$ cat src/rtl/dma_isd_pkg.sv
package dma_isd_pkg;

    localparam int WORD_W      = 32;
    localparam int OPC_W       = 4;
    localparam int OPC_LSB     = WORD_W - OPC_W;
    localparam int CNT_W       = 12;
    localparam int MAX_LEN     = 4;
    localparam int LEN_W       = $clog2(MAX_LEN + 1);
    localparam int IDX_W       = $clog2(MAX_LEN);
    localparam int NUM_CLASSES = 10;
    localparam int SPARE_W     = 9;

    localparam int POS_SOL    = 27;
    localparam int POS_EOL    = 26;
    localparam int POS_IRQ2   = 25;
    localparam int POS_IRQ1   = 24;
    localparam int POS_CNT1   = 17;
    localparam int POS_CNT0   = 16;
    localparam int POS_RESYNC = 15;

    typedef enum logic [3:0] {
        CL_SYNC    = 4'd0,
        CL_WRITE   = 4'd1,
        CL_WRITEC  = 4'd2,
        CL_READ    = 4'd3,
        CL_READC   = 4'd4,
        CL_JUMP    = 4'd5,
        CL_SKIP    = 4'd6,
        CL_WRRM    = 4'd7,
        CL_WRCM    = 4'd8,
        CL_WRCR    = 4'd9,
        CL_INVALID = 4'd15
    } op_class_e;

    typedef struct packed {
        logic               sol;
        logic               eol;
        logic               irq2;
        logic               irq1;
        logic               cnt1;
        logic               cnt0;
        logic               resync;
        logic [SPARE_W-1:0] spare;
    } flag_t;

    typedef struct packed {
        op_class_e          cls;
        logic [LEN_W-1:0]   len;
        logic               bad;
    } op_info_t;

    typedef struct packed {
        logic               valid;
        logic               is_op;
        op_class_e          cls;
        logic [LEN_W-1:0]   len;
        logic [IDX_W-1:0]   idx;
        logic [CNT_W-1:0]   count;
        flag_t              flags;
        logic               invalid;
    } out_rec_t;

    function automatic logic [LEN_W-1:0] class_len(input op_class_e c);
        case (c)
            CL_WRITE, CL_JUMP: class_len = LEN_W'(2);
            CL_WRRM, CL_WRCM:  class_len = LEN_W'(3);
            CL_WRCR:           class_len = LEN_W'(4);
            default:           class_len = LEN_W'(1);
        endcase
    endfunction

endpackage

$ cat src/rtl/isd_opcode_map.sv
module isd_opcode_map
    import dma_isd_pkg::*;
#(
    parameter logic [3:0] CODE_SYNC   = 4'h8,
    parameter logic [3:0] CODE_WRITE  = 4'h1,
    parameter logic [3:0] CODE_WRITEC = 4'h5,
    parameter logic [3:0] CODE_READ   = 4'h9,
    parameter logic [3:0] CODE_READC  = 4'hA,
    parameter logic [3:0] CODE_JUMP   = 4'h7,
    parameter logic [3:0] CODE_SKIP   = 4'h2,
    parameter logic [3:0] CODE_WRRM   = 4'hB,
    parameter logic [3:0] CODE_WRCM   = 4'hC,
    parameter logic [3:0] CODE_WRCR   = 4'hD
) (
    input  logic [OPC_W-1:0] code,
    output op_info_t         info
);
    // table index equals the class encoding
    localparam logic [OPC_W-1:0] CODE_TAB [NUM_CLASSES] = '{
        CODE_SYNC, CODE_WRITE, CODE_WRITEC, CODE_READ, CODE_READC,
        CODE_JUMP, CODE_SKIP, CODE_WRRM, CODE_WRCM, CODE_WRCR
    };

    logic [NUM_CLASSES-1:0] hit;

    genvar g;
    generate
        for (g = 0; g < NUM_CLASSES; g++) begin : g_match
            assign hit[g] = (code == CODE_TAB[g]);
        end
    endgenerate

    op_class_e cls;

    always_comb begin
        cls = CL_INVALID;
        for (int k = NUM_CLASSES - 1; k >= 0; k--) begin
            if (hit[k]) cls = op_class_e'(4'(k));
        end
    end

    always_comb begin
        info.cls = cls;
        info.len = class_len(cls);
        info.bad = (hit == '0);
    end

endmodule

$ cat src/rtl/isd_flag_split.sv
module isd_flag_split
    import dma_isd_pkg::*;
(
    input  logic [OPC_LSB-1:0] body,
    output flag_t              flags,
    output logic [CNT_W-1:0]   count
);
    always_comb begin
        flags.sol    = body[POS_SOL];
        flags.eol    = body[POS_EOL];
        flags.irq2   = body[POS_IRQ2];
        flags.irq1   = body[POS_IRQ1];
        flags.cnt1   = body[POS_CNT1];
        flags.cnt0   = body[POS_CNT0];
        flags.resync = body[POS_RESYNC];
        flags.spare  = {body[23:18], body[14:12]};
        count        = body[CNT_W-1:0];
    end
endmodule

$ cat src/rtl/isd_frame_tracker.sv
module isd_frame_tracker
    import dma_isd_pkg::*;
(
    input  logic             clk,
    input  logic             rst,
    input  logic             restart,
    input  logic             valid,
    input  op_info_t         word_info,
    output logic             at_op,
    output logic [IDX_W-1:0] arg_idx,
    output op_class_e        owner_cls,
    output logic [LEN_W-1:0] owner_len
);
    logic [LEN_W-1:0] remaining;
    logic [IDX_W-1:0] next_idx;
    op_class_e        cur_cls;
    logic [LEN_W-1:0] cur_len;

    assign at_op     = restart || (remaining == '0);
    assign arg_idx   = at_op ? '0 : next_idx;
    assign owner_cls = cur_cls;
    assign owner_len = cur_len;

    always_ff @(posedge clk) begin
        if (rst) begin
            remaining <= '0;
            next_idx  <= IDX_W'(1);
            cur_cls   <= CL_SYNC;
            cur_len   <= LEN_W'(1);
        end else if (valid) begin
            if (at_op) begin
                remaining <= word_info.len - LEN_W'(1);
                next_idx  <= IDX_W'(1);
                cur_cls   <= word_info.cls;
                cur_len   <= word_info.len;
            end else begin
                remaining <= remaining - LEN_W'(1);
                next_idx  <= next_idx + IDX_W'(1);
            end
        end else if (restart) begin
            remaining <= '0;
        end
    end
endmodule

$ cat src/rtl/dma_instr_decoder.sv
module dma_instr_decoder
    import dma_isd_pkg::*;
#(
    parameter logic [3:0] CODE_SYNC   = 4'h8,
    parameter logic [3:0] CODE_WRITE  = 4'h1,
    parameter logic [3:0] CODE_WRITEC = 4'h5,
    parameter logic [3:0] CODE_READ   = 4'h9,
    parameter logic [3:0] CODE_READC  = 4'hA,
    parameter logic [3:0] CODE_JUMP   = 4'h7,
    parameter logic [3:0] CODE_SKIP   = 4'h2,
    parameter logic [3:0] CODE_WRRM   = 4'hB,
    parameter logic [3:0] CODE_WRCM   = 4'hC,
    parameter logic [3:0] CODE_WRCR   = 4'hD
) (
    input  logic        clk,
    input  logic        rst,
    input  logic        i_restart,
    input  logic        i_valid,
    input  logic [31:0] i_word,
    output logic        o_valid,
    output logic        o_is_op,
    output logic [3:0]  o_class,
    output logic [2:0]  o_len,
    output logic [1:0]  o_arg_idx,
    output logic [11:0] o_count,
    output logic        o_sol,
    output logic        o_eol,
    output logic        o_irq2,
    output logic        o_irq1,
    output logic        o_cnt1,
    output logic        o_cnt0,
    output logic        o_resync,
    output logic [8:0]  o_spare,
    output logic        o_invalid
);
    op_info_t         word_info;
    flag_t            word_flags;
    logic [CNT_W-1:0] word_count;
    logic             at_op;
    logic [IDX_W-1:0] arg_idx;
    op_class_e        owner_cls;
    logic [LEN_W-1:0] owner_len;
    out_rec_t         rec_d, rec_q;

    isd_opcode_map #(
        .CODE_SYNC(CODE_SYNC), .CODE_WRITE(CODE_WRITE), .CODE_WRITEC(CODE_WRITEC),
        .CODE_READ(CODE_READ), .CODE_READC(CODE_READC), .CODE_JUMP(CODE_JUMP),
        .CODE_SKIP(CODE_SKIP), .CODE_WRRM(CODE_WRRM), .CODE_WRCM(CODE_WRCM),
        .CODE_WRCR(CODE_WRCR)
    ) u_map (
        .code (i_word[WORD_W-1:OPC_LSB]),
        .info (word_info)
    );

    isd_flag_split u_flags (
        .body  (i_word[OPC_LSB-1:0]),
        .flags (word_flags),
        .count (word_count)
    );

    isd_frame_tracker u_track (
        .clk       (clk),
        .rst       (rst),
        .restart   (i_restart),
        .valid     (i_valid),
        .word_info (word_info),
        .at_op     (at_op),
        .arg_idx   (arg_idx),
        .owner_cls (owner_cls),
        .owner_len (owner_len)
    );

    always_comb begin
        rec_d = '0;
        if (i_valid) begin
            rec_d.valid = 1'b1;
            if (at_op) begin
                rec_d.is_op   = 1'b1;
                rec_d.cls     = word_info.cls;
                rec_d.len     = word_info.len;
                rec_d.count   = word_count;
                rec_d.flags   = word_flags;
                rec_d.invalid = word_info.bad;
            end else begin
                rec_d.cls = owner_cls;
                rec_d.len = owner_len;
                rec_d.idx = arg_idx;
            end
        end
    end

    always_ff @(posedge clk) begin
        if (rst) rec_q <= '0;
        else     rec_q <= rec_d;
    end

    assign o_valid   = rec_q.valid;
    assign o_is_op   = rec_q.is_op;
    assign o_class   = rec_q.cls;
    assign o_len     = rec_q.len;
    assign o_arg_idx = rec_q.idx;
    assign o_count   = rec_q.count;
    assign o_sol     = rec_q.flags.sol;
    assign o_eol     = rec_q.flags.eol;
    assign o_irq2    = rec_q.flags.irq2;
    assign o_irq1    = rec_q.flags.irq1;
    assign o_cnt1    = rec_q.flags.cnt1;
    assign o_cnt0    = rec_q.flags.cnt0;
    assign o_resync  = rec_q.flags.resync;
    assign o_spare   = rec_q.flags.spare;
    assign o_invalid = rec_q.invalid;

endmodule

$ cat config.mk
export PLATFORM = sky130hd
export DESIGN_NAME = dma_instr_decoder
export DESIGN_NICKNAME = d
export VERILOG_FILES = /design/src/rtl/dma_isd_pkg.sv /design/src/rtl/isd_opcode_map.sv /design/src/rtl/isd_flag_split.sv /design/src/rtl/isd_frame_tracker.sv /design/src/rtl/dma_instr_decoder.sv
export SDC_FILE = /design/constraint.sdc
export NUM_CORES = 1
export LEC_CHECK = 0
export BUFFER_PORTS_ARGS = -buffer_cell sky130_fd_sc_hd__buf_2
export CELL_PAD_IN_SITES_DETAIL_PLACEMENT = 0
export CELL_PAD_IN_SITES_GLOBAL_PLACEMENT = 1
export CORE_MARGIN = 2
export CORE_UTILIZATION = 37
export CTS_CLUSTER_DIAMETER = 100
export CTS_CLUSTER_SIZE = 25
export DETAILED_ROUTE_END_ITERATION = 7
export PLACE_DENSITY_LB_ADDON = 0.1
export SETUP_SLACK_MARGIN = 0.05
export SKIP_LAST_GASP = 1
export SLEW_MARGIN = 20
export SYNTH_ARGS = -nofsm -noshare
export SYNTH_HDL_FRONTEND = slang
export SYNTH_SLANG_ARGS = --single-unit
$ cat constraint.sdc
create_clock -name clk -period 3.35 [get_ports clk]
set_clock_uncertainty 0.2 [all_clocks]
set_input_delay 0.8375 -clock clk [delete_from_list [all_inputs] [get_ports clk]]
set_output_delay 0.8375 -clock clk [all_outputs]
set_load 0.02 [all_outputs]
## Word level (Yosys, flattened, before mapping)

Cells that the tools add are included.

- Memories: 0
- RAM bits: 0
- Word-level logic and storage cells: 69
- Input port bits: 36
- Bits in read-only memories: 0
- Bits in latches: 0
- Register bits after elaboration: 52
- Output and inout bits: 40

- Order comparisons: 0
- Eq/ne operators: 15
- Bitwise operators: 2
- Shift operators: 0
- Divide/modulo/power cells: 0
- Reduce and logical (&&, ||, !) cells: 10
- Multipliers: 0
- Add/subtract/negate cells: 3
- Multiplexer cells: 20

Operator list:

| cell | count |
|---|---|
| 2-to-1 mux 40 bit | 1 |
| equality test 4 bit, second input constant | 8 |
| 2-to-1 mux 4 bit | 8 |
| 2-to-1 mux 29 bit | 1 |
| equality test 4 x 3 -> 1 bit, second input constant | 4 |
| 2-to-1 mux 3 bit | 5 |
| zero test 10 bit | 1 |
| case mux 3 bit (3 select lines) | 1 |
| equality test 4 x 1 -> 1 bit, second input constant | 2 |
| 2-to-1 mux 7 bit | 1 |
| OR reduction 2 bit | 3 |
| OR reduction 3 bit | 2 |
| subtractor 3 x 1 -> 3 bit, second input constant | 2 |
| equality test 4 x 2 -> 1 bit, second input constant | 1 |
| 2-to-1 mux 2 bit | 2 |
| zero test 3 bit | 1 |
| adder 2 x 1 -> 2 bit, second input constant | 1 |
| inverter 1 bit | 2 |
| AND reduction 2 bit | 1 |
| nonzero test 2 bit | 1 |
| logical OR 1 bit | 1 |
| 2-to-1 mux 1 bit | 1 |

## Depth between registers and ports, before layout

- Depth after elaboration: 17
- Gate-level depth with buffers: 9
- Depth with buffers taken out: 8

## Modules after synthesis

A second synthesis with hierarchy kept.

- Cell total of the unflattened synthesis: 220
- Area total of the unflattened synthesis: 2184.6 um2

By module, submodules not included:

| module | times used | area an instance (um2) | cells an instance |
|---|---|---|---|
| dma_instr_decoder | 1 | 1176.1 | 93 |
| isd_frame_tracker | 1 | 594.3 | 67 |
| isd_flag_split | 1 | 210.2 | 28 |
| isd_opcode_map | 1 | 203.9 | 32 |

## Worst setup path after synthesis

Ideal clock, no wire load.

- Path type: input -> register
- Start: input i_word[30]
- End: register u_track.remaining[2]
- Stages: 9
- Buffers on the path: 1
- Library setup time: 0.149 ns
- Path slack: 0.906 ns
- Arrival time: 2.095 ns
- Cells stage by stage: buf_6 -> xor2_1 -> or2_2 -> a21oi_1 -> a21oi_1 -> ha_1 -> nor2_1 -> o2bb2ai_1 -> a311oi_2

- Word-level cells in the longest chain between the ends: 17

RTL lines:

| element | RTL line | text |
|---|---|---|
| start, declared | dma_instr_decoder.sv:19 | `input logic [31:0] i_word,` |
| equality test 4 bit | isd_opcode_map.sv:29 | `assign hit[g] = (code == CODE_TAB[g]);` |
| 2-to-1 mux 3 bit (2 in series) | isd_opcode_map.sv:38 | `if (hit[k]) cls = op_class_e'(4'(k));` |
| 2-to-1 mux 4 bit (7 in series) | isd_opcode_map.sv:38 |  |
| 2-to-1 mux 4 bit * | isd_opcode_map.sv:38 |  |
| equality test 4 x 3 -> 1 bit (tied with other cells) | dma_isd_pkg.sv:64 | `case (c)` |
| OR reduction 2 bit | dma_isd_pkg.sv:64 |  |
| case mux 3 bit (3 select lines) * | dma_isd_pkg.sv:64 |  |
| subtractor 3 x 1 -> 3 bit * | isd_frame_tracker.sv:32 | `remaining <= word_info.len - LEN_W'(1);` |
| 2-to-1 mux 3 bit * | isd_frame_tracker.sv:31 | `if (at_op) begin` |
| 2-to-1 mux 3 bit * | isd_frame_tracker.sv:30 | `end else if (valid) begin` |
| end signal, assigned | isd_frame_tracker.sv:32 |  |
| end signal, assigned | isd_frame_tracker.sv:37 | `remaining <= remaining - LEN_W'(1);` |
| end, declared | isd_frame_tracker.sv:14 | `logic [LEN_W-1:0] remaining;` |

Mark *: on every way between the ends. The rest lies on a longest branch, timed or not.
A chain may end at the register's enable or synchronous reset.

## Worst setup path in the final report

Ends and elaborated chain as after synthesis.

==> summary.md <==
| Metric | Value |
|---|---|
| Status | complete, no violations |
| Fin. Hold Viols | 0 |
| Residual DRC count | 0 |
| Synthesis-stage register bit count | 52 |
| Core area | 4755 um^2 |
| Share of layout cells above drive strength 1 | between 30% and 40% |
| Floorplan die height | 74.36 um |
| Top cells by area, synth | dfxtp_1 (57%), and3_1 (9.9%), a21oi_1 (3.0%) |
| Sum of buffers and inverters on the critical path | 1 |
| Power per cell area | 542.0 nW/um^2 |
| Sequential element share of the synthesized area | approximately 57% |
| FP Rows | 25 |
| Detailed placer's ending HPWL | about 2800 um |
| Yosys top cell by area | dfxtp_1 |
| Max Fclk | 430.0 MHz |
| Syn Inst Count | roughly 180 |
| Total Neg Setup Slack | 0 ns |
| Type of origin of the critical path | primary input |
| Final-report max-slew violation count | 0 |
| # nets final | around 290 |
| Cell at the slowest stage of the critical path | o21ai_0 |
| Worst path cell trace | buf_2 > xor2_1 > o21ai_0 > a21oi_1 > a21oi_1 > ha_1 > nor2_1 > o2bb2ai_1 > a311oi_2 |
| Effective utilization at floorplan | between 30% and 40% |
| First-pass GRT wire length | between 6000 and 7000 um |
| Area share of the largest cell type after synthesis | a little under three fifths |
| Overflow left after global routing | 0 |
| Count of antenna diodes in the layout | 0 |
| Number of buffers added to fix hold violations after cts | 0 |
| Number of endpoints failing setup at the final stage | 0 |
| Data arrival, critical path | about 2.4 ns |
| Min-delay worst type | flop to flop |
| Total wire length after detailed routing | approximately 3900 um |
| GPL Wtd Cong | about 0.75 |
| Total setup buffers inserted after CTS | 0 |
| H-tree depth | 2 |
| Total number of vias | 1470 |
| Setup repair after global routing missed its margin | false |
| Largest delay share family, worst path | compound AO/OA/AOI/OAI gates |
| Final design area excluding fillers | about 2300 um^2 |
| Total of cells resized after clock tree synthesis | 0 |
| Total power | about 1300 uW |
| Final cell count without fillers | approximately 320 |
| # placed instances | a little over 300 |
| Area growth from synthesis to layout | 28.01% |
| Initial antenna violation count | 0 |
| Critical Path End Type | flop |
| Via count of the first global-routing pass | ~1300 |
| Horiz. Die Dim | roughly 74 um |
| Leak | ~0.0013 uW |
| Biggest cell delay along the critical path | roughly 0.30 ns |
| Worst-Skew Late Latency | approximately 0.30 ns |
| Post-detailed-route via-to-cell ratio | around 4.7 |
| Minimum clock period after layout | 2.326 ns |
| Maximum fanout encountered on the critical timing path | 10 |
| Slew at the pin closest to its max-slew limit | between 0.7 and 0.8 ns |
| Crit-path most repeated cell | a21oi_1 |
| Net Count, Synth | roughly 210 |
| Number of design-rule violations left by the first detailed-router iteration | 46 |
| Standard cell area after detailed placement | approximately 2200 um^2 |
| Total of warnings raised by yosys | 0 |
| IO buf count | 75 |
| Number of top-level pins | 76 |
| Worst IR drop on VDD | between 0.2 and 0.25 mV |
| Tcrit/Tclk final | between 60 and 70% |
| First-pass iteration count of the detailed router | 4 |
| Num Clock Sinks | 52 |
| Deepest clock path buffer count | 2 |
| Data required time at the worst endpoint | ~3.4 ns |
| CTS Root Buffer Type | clkbuf_8 |
| Relative max-transition margin | between 40% and 50% |
| Number of buffers created by CTS | 5 |
| Total Routing Usage GR | between 10% and 20% |
| Routed length per placed instance | between 10 and 15 um |
| Reported max-cap violation count | 0 |
| Post-route antenna net violation count | 0 |
| Netlist area before placement | roughly 1800 um^2 |
| TritonCTS clock tree | built |
| Cell variety after synth | 39 |
| Average cell area after synthesis | 10.35 um^2 |
| CTS clock-pin slew for the worst setup and hold paths | roughly 0.090 ns |
| Class of the most critical setup path | primary input to flop |
| Die area | ~5500 um^2 |
| Maximum number of pins on one net before global-route repair | 29 |
[final timing paths]
check	endpoint	slack (ns)	depth (start not counted)	from
setup / recovery	u_track.remaining[2]	1.02	9	i_word[30]
hold reg to reg	o_class[3]	0.26	1	u_track.owner_cls[3]
setup reg to reg	u_track.owner_cls[3]	1.53	5	u_track.remaining[0]
hold / removal	o_class[3]	0.26	1	u_track.owner_cls[3]
[Yosys cell counts (all sizes together)]
master,number
and3,30
inv,5
xnor2,1
nor2,10
mux2i,1
nor4,1
xor2,3
a22o,3
nand3b,1
a21oi,12
o21bai,1
o21ai,7
nand2,5
ha,1
a211o,1
dfxtp,52
and2,2
clkbuf,6
a211oi,3
a31oi,1
a311oi,1
and4b,1
nor3b,2
and3b,1
nor2b,1
o22a,1
nor3,3
o2bb2ai,1
nand2b,4
a21o,7
or2,2
buf,7
[area by class of cell]
type                       count  area [um^2]
fill                         498         2410
sequential                    52         1041
multi-input combinational    107        699.4
timing repair buffer          77        390.4
tap                           67        83.83
clock buffer                   6        72.57
clock inverter                 2        38.79
inverter                       5        18.77
[stage by stage]
stage                     worst slack [ns]  hold WS, ns  utilization (%)
after global routing                0.8745       0.2822            49.32
after CTS                            1.052       0.2632            49.32
final                                1.024       0.2577            49.32
after floorplan                     0.9056       0.2225                -
after global placement              0.7902       0.2332            46.97
after detailed placement            0.7312       0.2422            46.97
[power by group]
group	switching, uW	internal (uW)	leakage [uW]
sequential	13.1	652	0.000426
clock	200	226	0.0000558
combinational	107	72.1	0.000790
total	321	950	0.00127
[cells by family (layout without fill, tap and decap cells)]
family	after synthesis	after routing	synth area share, %
mux	1	1	0.5465
compound gates	38	38	14.55
fa+ha+maj	1	1	0.6830
flops	52	52	56.83
simple gates	63	63	20.49
xor+xnor	4	4	1.913
buf+inv	18	90	4.986
[routing by layer]
metal / wire length (um) / share of wire (%) / vias to the layer above / global-route usage, %
met5: 0 / 0 / - / 0
met4: 74 / 1.9 / 0 / 7.143
met3: 266 / 6.9 / 6 / 3.794
met2: 1748 / 45 / 48 / 24.19
met1: 1773 / 46 / 664 / 17.89
li1: - / - / 752 / -
[cell usage in the layout (no fill, tap or decap), types with 2 or more instances in the layout]
master	netlist	layout
dfxtp_1	52	52
nor3b_1	2	2
o21ai_0	6	6
a21oi_1	11	11
nand2b_1	4	4
a211oi_1	3	3
xor2_1	3	3
clkbuf_8	0	5
inv_1	5	5
and3_1	29	29
nand2_1	5	5
nor3_1	2	2
a22o_1	3	3
buf_2	5	75
nor2_1	10	10
a21o_1	7	7
and2_1	2	2
buf_4	0	2
[state kept, by name, indices dropped and copies added (netlist names), 2 cells and up]
name and count:
o_arg_idx 2, o_class 4, o_count 12, o_len 3, o_spare 9, u_track.next_idx 2
u_track.owner_cls 4, u_track.owner_len 3, u_track.remaining 3
Note: power is estimated with default switching activity, not from simulation.
